File: src/rtl/bus_arb_node.sv
`timescale 1ns/1ps
module bus_arb_node #(
  parameter int NUM_CPU  = 4,
  parameter int HOLD_MAX = 4,
  parameter int ROLE     = 2,
  parameter int CPU_ID   = 0
) (
  input  logic               clk,
  input  logic               rst_n,
  input  logic               want_i,
  input  logic               hold_want_i,
  input  logic               io_line_i,
  input  logic [NUM_CPU-1:0] cpu_lines_i,
  input  logic [2:0]         perm_i,
  input  logic               long_line_i,
  output logic               req_o,
  output logic               long_o,
  output logic               grant_o,
  output logic               drive_o
);

  localparam int PW = (NUM_CPU > 1) ? $clog2(NUM_CPU) : 1;
  localparam int CW = $clog2(HOLD_MAX + 2);
  localparam logic [2:0] PERM_QUIET = 3'd1;
  localparam logic [2:0] PERM_MEM   = 3'd2;
  localparam int ROLE_MEM = 0;
  localparam int ROLE_IO  = 1;

  logic               s_want, s_io, s_long, s_mine;
  logic [NUM_CPU-1:0] s_cpu;
  logic [2:0]         s_perm;
  logic [CW-1:0]      hold_cnt;
  logic [PW-1:0]      rr_ptr, pick_idx, scan;
  logic               pick_ok, hold_on, open, cpu_turn, base;

  assign req_o  = want_i;
  assign long_o = grant_o & hold_want_i;

  always_ff @(posedge clk) begin
    if (!rst_n) begin
      s_want <= 1'b0;
      s_io   <= 1'b0;
      s_cpu  <= '0;
      s_perm <= '0;
      s_long <= 1'b0;
      s_mine <= 1'b0;
    end else begin
      s_want <= want_i;
      s_io   <= io_line_i;
      s_cpu  <= cpu_lines_i;
      s_perm <= perm_i;
      s_long <= long_line_i;
      s_mine <= long_o;
    end
  end

  assign hold_on  = s_long && (hold_cnt < CW'(HOLD_MAX));
  assign open     = (s_perm != PERM_QUIET) && (s_perm != PERM_MEM);
  assign cpu_turn = !hold_on && open && !s_io && pick_ok;

  always_comb begin
    pick_ok  = 1'b0;
    pick_idx = '0;
    scan     = '0;
    for (int i = 0; i < NUM_CPU; i++) begin
      scan = PW'((int'(rr_ptr) + i) % NUM_CPU);
      if (!pick_ok && s_cpu[scan]) begin
        pick_ok  = 1'b1;
        pick_idx = scan;
      end
    end
  end

  always_ff @(posedge clk) begin
    if (!rst_n) begin
      hold_cnt <= '0;
      rr_ptr   <= '0;
      drive_o  <= 1'b0;
    end else begin
      hold_cnt <= hold_on ? hold_cnt + 1'b1 : '0;
      if (cpu_turn)
        rr_ptr <= (pick_idx == PW'(NUM_CPU - 1)) ? '0 : pick_idx + 1'b1;
      drive_o  <= grant_o;
    end
  end

  generate
    if (ROLE == ROLE_MEM) begin : g_mem
      assign base = (s_perm == PERM_MEM);
    end else if (ROLE == ROLE_IO) begin : g_io
      assign base = open && s_want;
    end else begin : g_cpu
      assign base = cpu_turn && s_want && (pick_idx == PW'(CPU_ID));
    end
  endgenerate

  assign grant_o = hold_on ? s_mine : base;

endmodule

File: config.mk
export PLATFORM = sky130hd
export DESIGN_NAME = bus_arb_node
export DESIGN_NICKNAME = d
export VERILOG_FILES = /design/src/rtl/bus_arb_node.sv
export SDC_FILE = /design/constraint.sdc
export NUM_CORES = 1
export LEC_CHECK = 0
export BUFFER_PORTS_ARGS = -buffer_cell sky130_fd_sc_hd__buf_2
export CAP_MARGIN = 20
export CORE_AREA = 3 3 41 43
export DETAILED_ROUTE_END_ITERATION = 8
export DIE_AREA = 0 0 44 46
export PLACE_DENSITY = 0.78
export SLEW_MARGIN = 25
export SYNTH_ARGS = -nofsm -noshare
export SYNTH_HDL_FRONTEND = slang
export SYNTH_SLANG_ARGS = --single-unit
File: constraint.sdc
create_clock -name clk -period 5.6 [get_ports clk]
set_clock_uncertainty 0.05 [all_clocks]
set_input_delay 1.4 -clock clk [delete_from_list [all_inputs] [get_ports clk]]
set_output_delay 1.4 -clock clk [all_outputs]
set_load 0.02 [all_outputs]
Word level (Yosys, flattened, before mapping):

Cells that the tools add are included.
Widths: inputs -> output; s select.

* input bits: 13
* output and inout port bits: 4
* word-level logic and storage cells: 58
* register bits after elaboration: 17

* reductions and logical operators: 17
* bitwise gates (word level): 1
* multiplexer cells: 18
* $lt $le $gt $ge: 5
* equal/unequal tests: 3
* add/subtract/negate cells: 5

Operators by type and width (number)
* $lt 2x3->1 const B: 4
* $logic_and 1x1->1: 10
* $mux 2: 5
* $mux 1: 9
* $bmux 1 s2: 4
* $logic_not 1->1: 5
* $add 2x1->2 const B: 2
* $add 2x2->2 const B: 2
* $add 3x1->3 const B: 1
* $lt 3x3->1 const B: 1
* $ne 3x1->1 const B: 1
* $ne 3x2->1 const B: 1
* $eq 2x2->1 const B: 1
* $logic_not 2->1: 1
* $reduce_and 2->1: 1
* $and 1x1->1: 1

Longest topological paths before layout:

Gate-level depths: netlist of run 1.

* depth after elaboration: 17
* mapped depth: 7
* gate-level depth less buffers: 6

Worst setup path after synthesis of run 1:

Ideal clock, no wire load.

* path type: register to output
* start point: register rr_ptr[1]
* end point: output long_o
* data arrival time: 1.878 ns
* data required time: 4.150 ns
* cell stages (with the launch flop): 7
* path slack: 2.272 ns
* buffers on the path: 1
* cells stage by stage: dfxtp_1 -> clkbuf_1 -> mux2_2 -> a221o_1 -> ha_1 -> a32o_2 -> and2_1

* word-level cells in the longest chain between the ends: 17
* elaborated cells on any way between the ends: 31

RTL lines
* from (decl): line 33 `logic [PW-1:0] rr_ptr, pick_idx, scan;`
* from (signal assigned): line 82 `rr_ptr <= (pick_idx == PW'(NUM_CPU - 1)) ? '0 : pick_idx + 1'b1;`
* parallel branches: the longest is 14 deep, another holds $add 2x1->2
* $logic_and 1x1->1 *: line 93 `assign base = cpu_turn && s_want && (pick_idx == PW'(CPU_ID));`
* $mux 1 *: line 97 `assign grant_o = hold_on ? s_mine : base;`
* net grant_o: line 18 `output logic grant_o,`
* $and 1x1->1 *: line 37 `assign long_o = grant_o & hold_want_i;`
* to (decl): line 17 `output logic long_o,`

Mark *: on every way through the listed nets, which the timed path passes. The select of a mux whose other input is x is not followed.

Final worst setup path of run 1:

* start point: register rr_ptr[1]
* end point: output long_o

* word-level cells in the longest chain between the ends: 17
* elaborated cells on any way between the ends: 31

RTL lines (line)
* parallel branches: the longest is 14 deep, another holds $add 2x1->2
* $logic_and 1x1->1 *: 93
* $mux 1 *: 97
* $and 1x1->1 *: 37

Every way passes the cells marked *. The select of a mux whose other input is x is not followed.

==> results of run 1 <==
cell type report:
type / count / area [sq um] / area share
Sequential cell: 17 / 340 / 0.406
Multi-Input combinational cell: 51 / 358 / 0.427
Clock buffer: 4 / 26.3 / 0.0313
Timing Repair Buffer: 16 / 80.1 / 0.0955
Tap cell: 15 / 18.8 / 0.0224
Inverter: 4 / 15.0 / 0.0179
logic make-up after synthesis:
kind of cell	after synthesis
buffers and inverters	8
XOR/XNOR	1
multiplexers	2
adder cells (fa/ha/maj)	2
flip-flops	17
AND/OR/NAND/NOR	29
AO/OA/AOI/OAI	17
sequential cells by signal (all words and copies together) (netlist names), named ones only:
register and count:
s_cpu 4, hold_cnt 3, s_perm 3, drive_o 1, rr_ptr 1, s_io 1
s_long 1, s_mine 1, s_want 1
Yosys cell counts:
cell,instances,share of area
sky130_fd_sc_hd__a2111oi_2,1,0.021
sky130_fd_sc_hd__a211oi_1,1,0.010
sky130_fd_sc_hd__a21oi_1,3,0.021
sky130_fd_sc_hd__a221o_1,1,0.014
sky130_fd_sc_hd__a22oi_1,1,0.010
sky130_fd_sc_hd__a32o_1,1,0.014
sky130_fd_sc_hd__a32o_2,1,0.015
sky130_fd_sc_hd__and2_1,12,0.10
sky130_fd_sc_hd__and3_1,4,0.034
sky130_fd_sc_hd__buf_4,1,0.010
sky130_fd_sc_hd__clkbuf_1,3,0.015
sky130_fd_sc_hd__dfxtp_1,17,0.46
sky130_fd_sc_hd__ha_1,2,0.034
sky130_fd_sc_hd__inv_1,4,0.021
sky130_fd_sc_hd__mux2_2,1,0.015
sky130_fd_sc_hd__mux2i_1,1,0.014
sky130_fd_sc_hd__nand2_1,2,0.010
sky130_fd_sc_hd__nor2_1,4,0.021
sky130_fd_sc_hd__nor2b_1,4,0.034
sky130_fd_sc_hd__nor4_1,2,0.017
sky130_fd_sc_hd__o211ai_1,1,0.010
sky130_fd_sc_hd__o21a_1,1,0.010
sky130_fd_sc_hd__o21ai_0,2,0.014
sky130_fd_sc_hd__o21bai_1,1,0.010
sky130_fd_sc_hd__o22ai_1,1,0.0086
sky130_fd_sc_hd__o311a_1,2,0.027
sky130_fd_sc_hd__or2b_1,1,0.010
sky130_fd_sc_hd__xor2_1,1,0.012
cell usage in the layout, fill, tap and decap left out:
cell type                   count
sky130_fd_sc_hd__and2_1        12
sky130_fd_sc_hd__o21ai_0        2
sky130_fd_sc_hd__a2111oi_2      1
sky130_fd_sc_hd__inv_1          4
sky130_fd_sc_hd__ha_1           2
sky130_fd_sc_hd__o21bai_1       1
sky130_fd_sc_hd__a211oi_1       1
sky130_fd_sc_hd__a21oi_1        3
sky130_fd_sc_hd__a32o_1         1
sky130_fd_sc_hd__a221o_1        1
sky130_fd_sc_hd__clkbuf_4       3
sky130_fd_sc_hd__clkbuf_1       1
sky130_fd_sc_hd__a22oi_1        1
sky130_fd_sc_hd__and3_1         4
sky130_fd_sc_hd__or2b_1         1
sky130_fd_sc_hd__o21a_1         1
sky130_fd_sc_hd__mux2_2         1
sky130_fd_sc_hd__nand2_1        2
sky130_fd_sc_hd__mux2i_1        1
sky130_fd_sc_hd__o22ai_1        1
sky130_fd_sc_hd__nor4_1         2
sky130_fd_sc_hd__buf_2         16
sky130_fd_sc_hd__a32o_2         1
sky130_fd_sc_hd__nor2b_1        4
sky130_fd_sc_hd__o311a_1        2
sky130_fd_sc_hd__xor2_1         1
sky130_fd_sc_hd__dfxtp_1       17
sky130_fd_sc_hd__o211ai_1       1
sky130_fd_sc_hd__nor2_1         4
stage by stage:
| step | power (W) | setup WS (ps) | std cells | util | cell area, sq um |
|---|---|---|---|---|---|
| global route | 0.000247 | 1840 | 107 | 0.629 | 838 |
| global placement | 0.000172 | 2330 | 103 | 0.609 | 812 |
| detailed placement | 0.000173 | 2270 | 103 | 0.609 | 812 |
| CTS | 0.000235 | 1950 | 107 | 0.629 | 838 |
| floorplan | 0.000163 | 2270 | 76 | - | 732 |
| finish | 0.000233 | 1960 | 107 | 0.629 | 838 |
layer usage:
layer  share of wire  global-route usage  up-vias
li1                -                   -      298
met1            0.44               0.182      251
met2            0.51               0.262       11
met3           0.029              0.0237        2
met4           0.011              0.0723        0
met5               0                   0        -
final timing paths:
kind            endpoint  slack, ps  cells past startpoint
max               long_o       1960                      6
min reg2reg  hold_cnt[0]        370                      1
max reg2reg       s_mine       3670                      5
min          hold_cnt[0]        370                      1
power breakdown:
group | total [W] | internal (W) | switching [W]
sequential | 0.000135 | 0.000127 | 0.00000794
combinational | 0.0000357 | 0.0000190 | 0.0000167
clock | 0.0000626 | 0.0000277 | 0.0000349
total | 0.000233 | 0.000174 | 0.0000595
==> implementation parameters, run 1 <==
Parameter                              Value

Finish
  Ant. Diodes    0
  Synth-to-layout area growth    14.5%
  Proportion of layout cells with a drive suffix above 1    0.239
  Net total in the final layout    108
  Fillers    118

Worst setup path
  Critical Path Source Type    register
  Ordered cell list for the critical path    mux2_2 > a221o_1 > ha_1 > a32o_2 > and2_1 > buf_2
  Cell type group with the largest total delay on the critical path    compound AO/OA/AOI/OAI gates
  WP data required    4150 ps
  Launch instance of the worst register-to-register path    rr_ptr[1]
  CP max stage delay    500 ps
  Launching element of the worst setup path    rr_ptr[1]
  Capturing element type of the critical path    output port
  Crit-path slowest cell    sky130_fd_sc_hd__dfxtp_1
  Crit path kind    register to output port
  Worst path buffer plus inverter count    1
  Data arrival at the endpoint of the critical path    2190 ps
  Maximum fanout count along the critical path    10

GRT
  GRT Total Usage    0.151
  Global-route wire length before repair    2280 um
  Largest net degree at the start of global routing    19
  Number of global-route vias before repair    553
  Initial antenna violation count    0
  Overall overflow remaining after global route    0

Synthesis
  Mapped cell area    around 730 sq um
  Post-synthesis xor/xnor area fraction    0.0120
  YS warnings    0
  Fraction of the mapped netlist area in adder cells    0.0342
  Syn nets    91
  Sequential element share of the synthesized area    0.465
  Number of register bits inferred by synthesis    17
  Post-Synthesis Mean Instance Area    9.63 sq um
  Largest family of logic cells by synthesized area    simple AND/OR/NAND/NOR gates
  Post-Syn Instances    76
  Post-synthesis mux area share    0.0291
  Complex-gate fraction of the synthesized area    0.185
  Distinct cells, synth    28
  Area share of and/or/nand/nor cells after synthesis    0.229

Timing
  Hold slack    368 ps
  Slew of the pin with the lowest slew margin    approximately 430 ps
  Peak clock frequency supported by timing    275 MHz
  Post-Route Setup TNS    0 ps
  Final max-slew violation count    0
  Max-Slew Margin vs Limit    0.715
  Setup repair after global routing missed its margin    false
  Final hold violation count    0
  Final min period    ~3600 ps
  Number of failing setup endpoints in the final timing report    0
  Final period util    0.650

Clocking
  CTS sink cnt    17
  Setup fix buffers added after clock tree synthesis    0
  TritonCTS clock tree    done
  CTS clk-pin slew, worst paths    90 ps
  Post-cts gate resize count    0
  Clk Latency, worst-skew pair    around 280 ps
  Count of hold buffers inserted by post-cts repair    0
  H-tree depth    1
  Root Buffer Master    sky130_fd_sc_hd__clkbuf_4
  Num CTS Buffers    3
  Deepest clock path buffer count    2

Power
  Max IR drop VDD    0.151 mV
  Power per cell area    278 nW/um^2
  Total leakage power    0.389 nW

Place
  Post-detail-place hpwl    954 um
  Count of buffers inserted at the top-level ports    16
  Final weighted congestion of routability-driven global placement    0.828

Floorplanning
  Starting utilization of the core area    0.549
  Area of the core region    1330 sq um
  I/O pin cnt    17
  Site row count    13
  Die extent in y    about 46 um
  Horizontal die dimension    between 40 and 50 um
  Die Outline Area    2020 sq um

Drt
  Post-DR vias/cell    5.25
  Mean routed wirelength per cell    12.3 um
  Via total after detailed routing    562
  Number of violations reported at the end of detailed-routing iteration 0    17
  Detailed Routing Iterations Pass 1    4
  Post-route antenna net violation count    0
  Wire length reported by the detailed router    1310 um
  Drc violations    0

Flow run
  Max-cap check violation count    0

Hold path
  Critical hold path startpoint    hold_cnt[0]
  Hold/Removal Path Class    register to register

Run status
  Status    completed
No activity file was read; power rests on OpenSTA's default activity.
==> run 2, diff against run 1 <==
--- a/config.mk
+++ b/config.mk
@@ -7,10 +7,10 @@
 export LEC_CHECK = 0
 export BUFFER_PORTS_ARGS = -buffer_cell sky130_fd_sc_hd__buf_2
 export CAP_MARGIN = 20
-export CORE_AREA = 3 3 41 43
+export CORE_AREA = 3 3 45 43
 export DETAILED_ROUTE_END_ITERATION = 8
-export DIE_AREA = 0 0 44 46
-export PLACE_DENSITY = 0.78
+export DIE_AREA = 0 0 48 46
+export PLACE_DENSITY = 0.71
 export SLEW_MARGIN = 25
 export SYNTH_ARGS = -nofsm -noshare
 export SYNTH_HDL_FRONTEND = slang
==> constraint.sdc (replaced) <==
create_clock -name clk -period 3.5 [get_ports clk]
set_clock_uncertainty 0.05 [all_clocks]
set_input_delay 0.875 -clock clk [delete_from_list [all_inputs] [get_ports clk]]
set_output_delay 0.875 -clock clk [all_outputs]
set_load 0.02 [all_outputs]
==> run 2 against run 1 <==
Power increased by 59%; worst hold slack improved by 44 ps; cell count unchanged; sequential share of layout area unchanged; non-clock buffer count unchanged; via count increased by 2.3%; first-iteration DRC count decreased by 76%; register-to-register slack got worse by 2100 ps; worst setup slack got worse by 1600 ps; routed wire length decreased by 0.76%; utilization decreased by 5.6 points; critical endpoint unchanged; largest cell class unchanged.
==> implementation parameters, run 2 (same netlist as run 1, synthesis figures left out) <==
Parameter                              Value

Power
  Cell Int Power    0.000278 W (+60%)
  Psw    0.0000931 W (+56%)
  Logic gate share of total power    0.151 (-0.002)
  Clk pwr share    0.266 (-0.002)
  Max IR drop VDD    0.248 mV (+64%)
  Post-route total power    0.000371 W (+59%)
  Total leakage power    0.389 nW (unchanged)
  Seq pwr share    0.583 (+0.004)
  Switching part of the total power    0.251 (-0.00413)
  Power per cell area    443 nW/um^2 (+59%)

Drt
  Drc violations    0 (unchanged)
  Post-DR vias/cell    5.37 (+2.3%)
  Post-route antenna net violation count    0 (unchanged)
  Number of violations reported at the end of detailed-routing iteration 0    4 (-13)
  Mean routed wirelength per cell    12.2 um (-0.76%)
  Via total after detailed routing    575 (+2.3%)
  Wire length reported by the detailed router    1300 um (-0.76%)
  Detailed Routing Iterations Pass 1    4 (unchanged)

Floorplanning
  Horizontal die dimension    48 um (+9.1%)
  I/O pin cnt    17 (unchanged)
  Die Outline Area    2210 sq um (+9.1%)
  Site row count    13 (unchanged)
  Die extent in y    46 um (unchanged)
  Starting utilization of the core area    0.500 (-0.0488)
  Area of the core region    1460 sq um (+9.8%)

Finish
  Ant. Diodes    0 (unchanged)
  Fillers    150 (+27%)
  Proportion of layout cells with a drive suffix above 1    0.239 (unchanged)
  Finished Layout Cells    107 (unchanged)
  Top flop regs    s_cpu (4), hold_cnt (3), s_perm (3)
  Most frequent cells in the layout    17 x sky130_fd_sc_hd__dfxtp_1, 16 x sky130_fd_sc_hd__buf_2, 12 x sky130_fd_sc_hd__and2_1
  Flip-flop count of the largest register after layout    4 (unchanged)
  Synth-to-layout area growth    14.5% (unchanged)
  Most common cell after layout, fill and taps aside    sky130_fd_sc_hd__dfxtp_1
  Biggest register    s_cpu
  Net total in the final layout    108 (unchanged)

Clocking
  Root Buffer Master    sky130_fd_sc_hd__clkbuf_4
  Deepest clock path buffer count    2 (unchanged)
  TritonCTS clock tree    done
  Setup fix buffers added after clock tree synthesis    0 (unchanged)
  H-tree depth    1 (unchanged)
  CTS clk-pin slew, worst paths    90 ps (about the same)
  Num CTS Buffers    3 (unchanged)
  Count of hold buffers inserted by post-cts repair    0 (unchanged)
  Clk Latency, worst-skew pair    280 ps (about the same)
  CTS sink cnt    17 (unchanged)
  Post-cts gate resize count    0 (unchanged)

Timing
  Max-Slew Margin vs Limit    0.716 (+0.000915)
  Post-Route Setup TNS    0 ps (unchanged)
  Final period util    0.884
  Peak clock frequency supported by timing    ~320 MHz
  Slew of the pin with the lowest slew margin    425 ps (-1.32 ps)
  Setup repair after global routing missed its margin    false
  Final max-slew violation count    0 (unchanged)
  Final hold violation count    0 (unchanged)
  Worst Slack Setup Final    405 ps (-1560 ps)
  Number of failing setup endpoints in the final timing report    0 (unchanged)
  Final min period    3090 ps

Hold path
  Hold/Removal Path Class    register to register

Run status
  Status    completed

GRT
  Number of global-route vias before repair    553 (unchanged)
  GRT Total Usage    0.144 (-0.00769)
  Largest net degree at the start of global routing    19 (unchanged)
  Overall overflow remaining after global route    0 (unchanged)
  Global-route wire length before repair    2210 um (-2.8%)
  Initial antenna violation count    0 (unchanged)

Worst setup path
  WP data required    2570 ps (-1580 ps)
  Capturing element type of the critical path    output port
  Critical Path Source Type    register
  Maximum fanout count along the critical path    10 (unchanged)
  Crit path kind    register to output port
  Data arrival at the endpoint of the critical path    2170 ps (-20 ps)

Place
  Placed Cells    103 (unchanged)
  Post-placement worst setup slack    699 ps (-1580 ps)
  Count of buffers inserted at the top-level ports    16 (unchanged)
  Final weighted congestion of routability-driven global placement    0.851 (+2.7%)
  Post-detail-place hpwl    1000 um (+4.9%)

Flow run
  Max-cap check violation count    0 (unchanged)
-- run 2: critical path, stage by stage, from the launching register on --
cell and delay, ps:
sky130_fd_sc_hd__dfxtp_1 500, sky130_fd_sc_hd__mux2_2 380, sky130_fd_sc_hd__a221o_1 290, sky130_fd_sc_hd__ha_1 180, sky130_fd_sc_hd__a32o_2 250, sky130_fd_sc_hd__and2_1 150
sky130_fd_sc_hd__buf_2 150
-- run 2: area by class of cell --
cell class              instances  area, sq um  area share
multi-input cells              51          358       0.427
repair buffers                 16         80.1      0.0955
flip-flops and latches         17          340       0.406
clock buffers                   4         26.3      0.0313
well taps                      15         18.8      0.0224
inverters                       4         15.0      0.0179
-- run 2: through the flow --
| stage | hold slack, ps | instance area, sq um | util |
|---|---|---|---|
| 6_report | 412 | 838 | 0.573 |
| 5_1_grt | 424 | 838 | 0.573 |
| 4_1_cts | 415 | 838 | 0.573 |
| 3_5_place_dp | 396 | 812 | 0.555 |
| 3_3_place_gp | 360 | 812 | 0.555 |
| 2_1_floorplan | 346 | 732 | - |
-- run 2: routing by layer --
layer  up-vias  global-route usage  wire length [um]
met3         2              0.0474                67
met4         0              0.0645                12
met5         -                   0                 0
li1        299                   -                 -
met2        11               0.222               618
met1       263               0.179               602
-- run 2: final timing paths --
kind            endpoint  cells past startpoint         from  slack [ps]
max               long_o                      6    rr_ptr[1]         410
min          hold_cnt[0]                      1  hold_cnt[0]         410
max reg2reg       s_mine                      5    rr_ptr[1]        1590
min reg2reg  hold_cnt[0]                      1  hold_cnt[0]         410
-- run 2: power groups by stage --
| stage | Sequential [W] | Clock (W) | Combinational [W] |
|---|---|---|---|
| after global placement | 0.000220 | 0 | 0.0000557 |
| after CTS | 0.000216 | 0.000102 | 0.0000570 |
| after detailed placement | 0.000221 | 0 | 0.0000568 |
| final | 0.000216 | 0.0000986 | 0.0000561 |
| after global routing | 0.000218 | 0.000109 | 0.0000645 |
| after floorplan | 0.000215 | 0 | 0.0000465 |
==> run 3, diff against run 2 <==
==> constraint.sdc (replaced) <==
create_clock -name clk -period 3.5 [get_ports clk]
set_clock_uncertainty 0.05 [all_clocks]
set_input_delay 0.7 -clock clk [delete_from_list [all_inputs] [get_ports clk]]
set_output_delay 0.7 -clock clk [all_outputs]
set_load 0.02 [all_outputs]
==> run 3 against run 2 <==
Cell count unchanged; utilization unchanged; routed wire length decreased by 2.2%; via count unchanged; sequential power about the same; maximum frequency increased by 6.0%; first-iteration DRC count increased to 3.8 times the previous value; critical path depth unchanged; critical endpoint unchanged.
==> implementation parameters, run 3 (same netlist as run 1, synthesis figures left out) <==
Parameter                              Value

Drt
  Mean routed wirelength per cell    11.9 um (-2.2%)
  Drc violations    0 (unchanged)
  Post-DR vias/cell    5.37 (unchanged)
  Post-route antenna net violation count    0 (unchanged)
  Number of violations reported at the end of detailed-routing iteration 0    15 (+11)
  Via total after detailed routing    575 (unchanged)
  Wire length reported by the detailed router    1270 um (-2.2%)
  Detailed Routing Iterations Pass 1    4 (unchanged)

Finish
  Proportion of layout cells with a drive suffix above 1    0.239 (unchanged)
  Most frequent cells in the layout    17 x sky130_fd_sc_hd__dfxtp_1, 16 x sky130_fd_sc_hd__buf_2, 12 x sky130_fd_sc_hd__and2_1
  Net total in the final layout    108 (unchanged)
  Fillers    143 (-4.7%)
  Most common cell after layout, fill and taps aside    sky130_fd_sc_hd__dfxtp_1
  Final cell utilization of the core    0.573 (unchanged)
  Sequential cell area in the final layout    340 sq um (unchanged)
  Flip-flop count of the largest register after layout    4 (unchanged)
  Ant. Diodes    0 (unchanged)
  Area of combinational cells with multiple inputs    358 sq um (unchanged)
  Biggest register    s_cpu
  Top flop regs    s_cpu (4), hold_cnt (3), s_perm (3)
  Synth-to-layout area growth    14.5% (unchanged)

Floorplanning
  Die extent in y    46 um (unchanged)
  Area of the core region    1460 sq um (unchanged)
  Horizontal die dimension    48 um (unchanged)
  Starting utilization of the core area    0.500 (unchanged)
  Die Outline Area    2210 sq um (unchanged)
  Site row count    13 (unchanged)
  I/O pin cnt    17 (unchanged)

Power
  Clk pwr share    0.269 (+0.003)
  Power per cell area    444 nW/um^2 (+0.35%)
  Max IR drop VDD    0.278 mV (+12%)
  Total leakage power    0.389 nW (unchanged)
  Logic gate share of total power    0.151 (about the same)
  Switching part of the total power    0.253 (+0.00253)
  Seq pwr share    0.580 (-0.003)
  Cell Int Power    0.000278 W (about the same)
  Psw    0.0000944 W (+1.4%)

Timing
  Post-Route Setup TNS    0 ps (unchanged)
  Final max-slew violation count    0 (unchanged)
  Hold slack    381 ps (-31.6 ps)
  Setup repair after global routing missed its margin    false
  Number of failing setup endpoints in the final timing report    0 (unchanged)
  Max-Slew Margin vs Limit    0.706 (-0.0104)
  Peak clock frequency supported by timing    343 MHz (+6.0%)
  Final hold violation count    0 (unchanged)
  Final period util    0.834 (-0.0503)
  Final min period    2920 ps (-176 ps)
  Slew of the pin with the lowest slew margin    440 ps (+15.5 ps)

GRT
  Number of global-route vias before repair    549 (-0.72%)
  Overall overflow remaining after global route    0 (unchanged)
  Largest net degree at the start of global routing    19 (unchanged)
  Global-route wire length before repair    2190 um (-1.2%)
  GRT Total Usage    0.141 (-0.00247)
  Initial antenna violation count    0 (unchanged)

Clocking
  TritonCTS clock tree    done
  Post-cts gate resize count    0 (unchanged)
  H-tree depth    1 (unchanged)
  Root Buffer Master    sky130_fd_sc_hd__clkbuf_4
  CTS clk-pin slew, worst paths    90 ps (about the same)
  CTS sink cnt    17 (unchanged)
  Deepest clock path buffer count    2 (unchanged)
  Num CTS Buffers    3 (unchanged)
  Clk Latency, worst-skew pair    280 ps (about the same)
  Count of hold buffers inserted by post-cts repair    0 (unchanged)
  Setup fix buffers added after clock tree synthesis    0 (unchanged)

Worst setup path
  Capturing point of the worst reg2reg path    s_mine
  R2R Setup Slk    1590 ps (about the same)
  Launching element of the worst setup path    rr_ptr[1]
  Maximum fanout count along the critical path    10 (unchanged)
  Worst setup path endpoint    long_o
  Crit path kind    register to output port
  WP data required    2750 ps (+180 ps)
  Launch instance of the worst register-to-register path    rr_ptr[1]
  Data arrival at the endpoint of the critical path    2170 ps (about the same)
  Length in cells of the worst reg-to-reg path    5 (unchanged)
  Capturing element type of the critical path    output port
  Critical Path Source Type    register

Flow run
  Max-cap check violation count    0 (unchanged)

Run status
  Status    completed

Place
  Count of buffers inserted at the top-level ports    16 (unchanged)
  Post-detail-place hpwl    961 um (-4.0%)
  Final weighted congestion of routability-driven global placement    0.851 (about the same)

Hold path
  Hold/Removal Path Class    register to register
run 3: cell counts in the layout (fill, tap and decap cells not counted):
Identical to the previous run, type by type.
run 3: layer usage:
metal / GRT usage / vias up / wire (um)
met5: 0 / - / 0
met4: 0.0484 / 0 / 10
met3: 0.0474 / 2 / 73
met2: 0.216 / 16 / 594
met1: 0.183 / 258 / 595
li1: - / 299 / -
run 3: power by group through the flow:
| stage | combinational [W] | sequential (W) | clock [W] |
|---|---|---|---|
| finish | 0.0000561 | 0.000216 | 0.000100 |
| global route | 0.0000646 | 0.000218 | 0.000111 |
| CTS | 0.0000567 | 0.000216 | 0.000102 |
| detailed placement | 0.0000565 | 0.000220 | 0 |
| global placement | 0.0000557 | 0.000220 | 0 |
| floorplan | 0.0000465 | 0.000215 | 0 |
run 3: critical path, stage by stage (launching register included):
cell and delay, ps:
sky130_fd_sc_hd__dfxtp_1 500, sky130_fd_sc_hd__mux2_2 370, sky130_fd_sc_hd__a221o_1 300, sky130_fd_sc_hd__ha_1 180, sky130_fd_sc_hd__a32o_2 250, sky130_fd_sc_hd__and2_1 150, sky130_fd_sc_hd__buf_2 150
run 3: cell type report:
class | count | share of cell area
timing repair buffer | 16 | 0.0955
clock buffer | 4 | 0.0313
inverter | 4 | 0.0179
sequential | 17 | 0.406
multi-input combinational | 51 | 0.427
tap | 15 | 0.0224
run 3: stage by stage:
step	setup WS (ps)	cells	total power, W	area, sq um
5_1_grt	474	107	0.000394	838
3_3_place_gp	914	103	0.000276	812
6_report	581	107	0.000373	838
2_1_floorplan	872	76	0.000261	732
3_5_place_dp	870	103	0.000277	812
4_1_cts	556	107	0.000375	838
run 3: how the worst min path moves through the flow:
stage / from / to / slack, ps / depth (start not counted)
3_5_place_dp: hold_cnt[0] / hold_cnt[0] / 370 / 1
3_3_place_gp: hold_cnt[0] / hold_cnt[0] / 360 / 1
6_report: hold_cnt[0] / hold_cnt[0] / 380 / 1
5_1_grt: hold_cnt[0] / hold_cnt[0] / 410 / 1
4_1_cts: hold_cnt[0] / hold_cnt[0] / 390 / 1
2_1_floorplan: hold_cnt[0] / hold_cnt[0] / 350 / 1
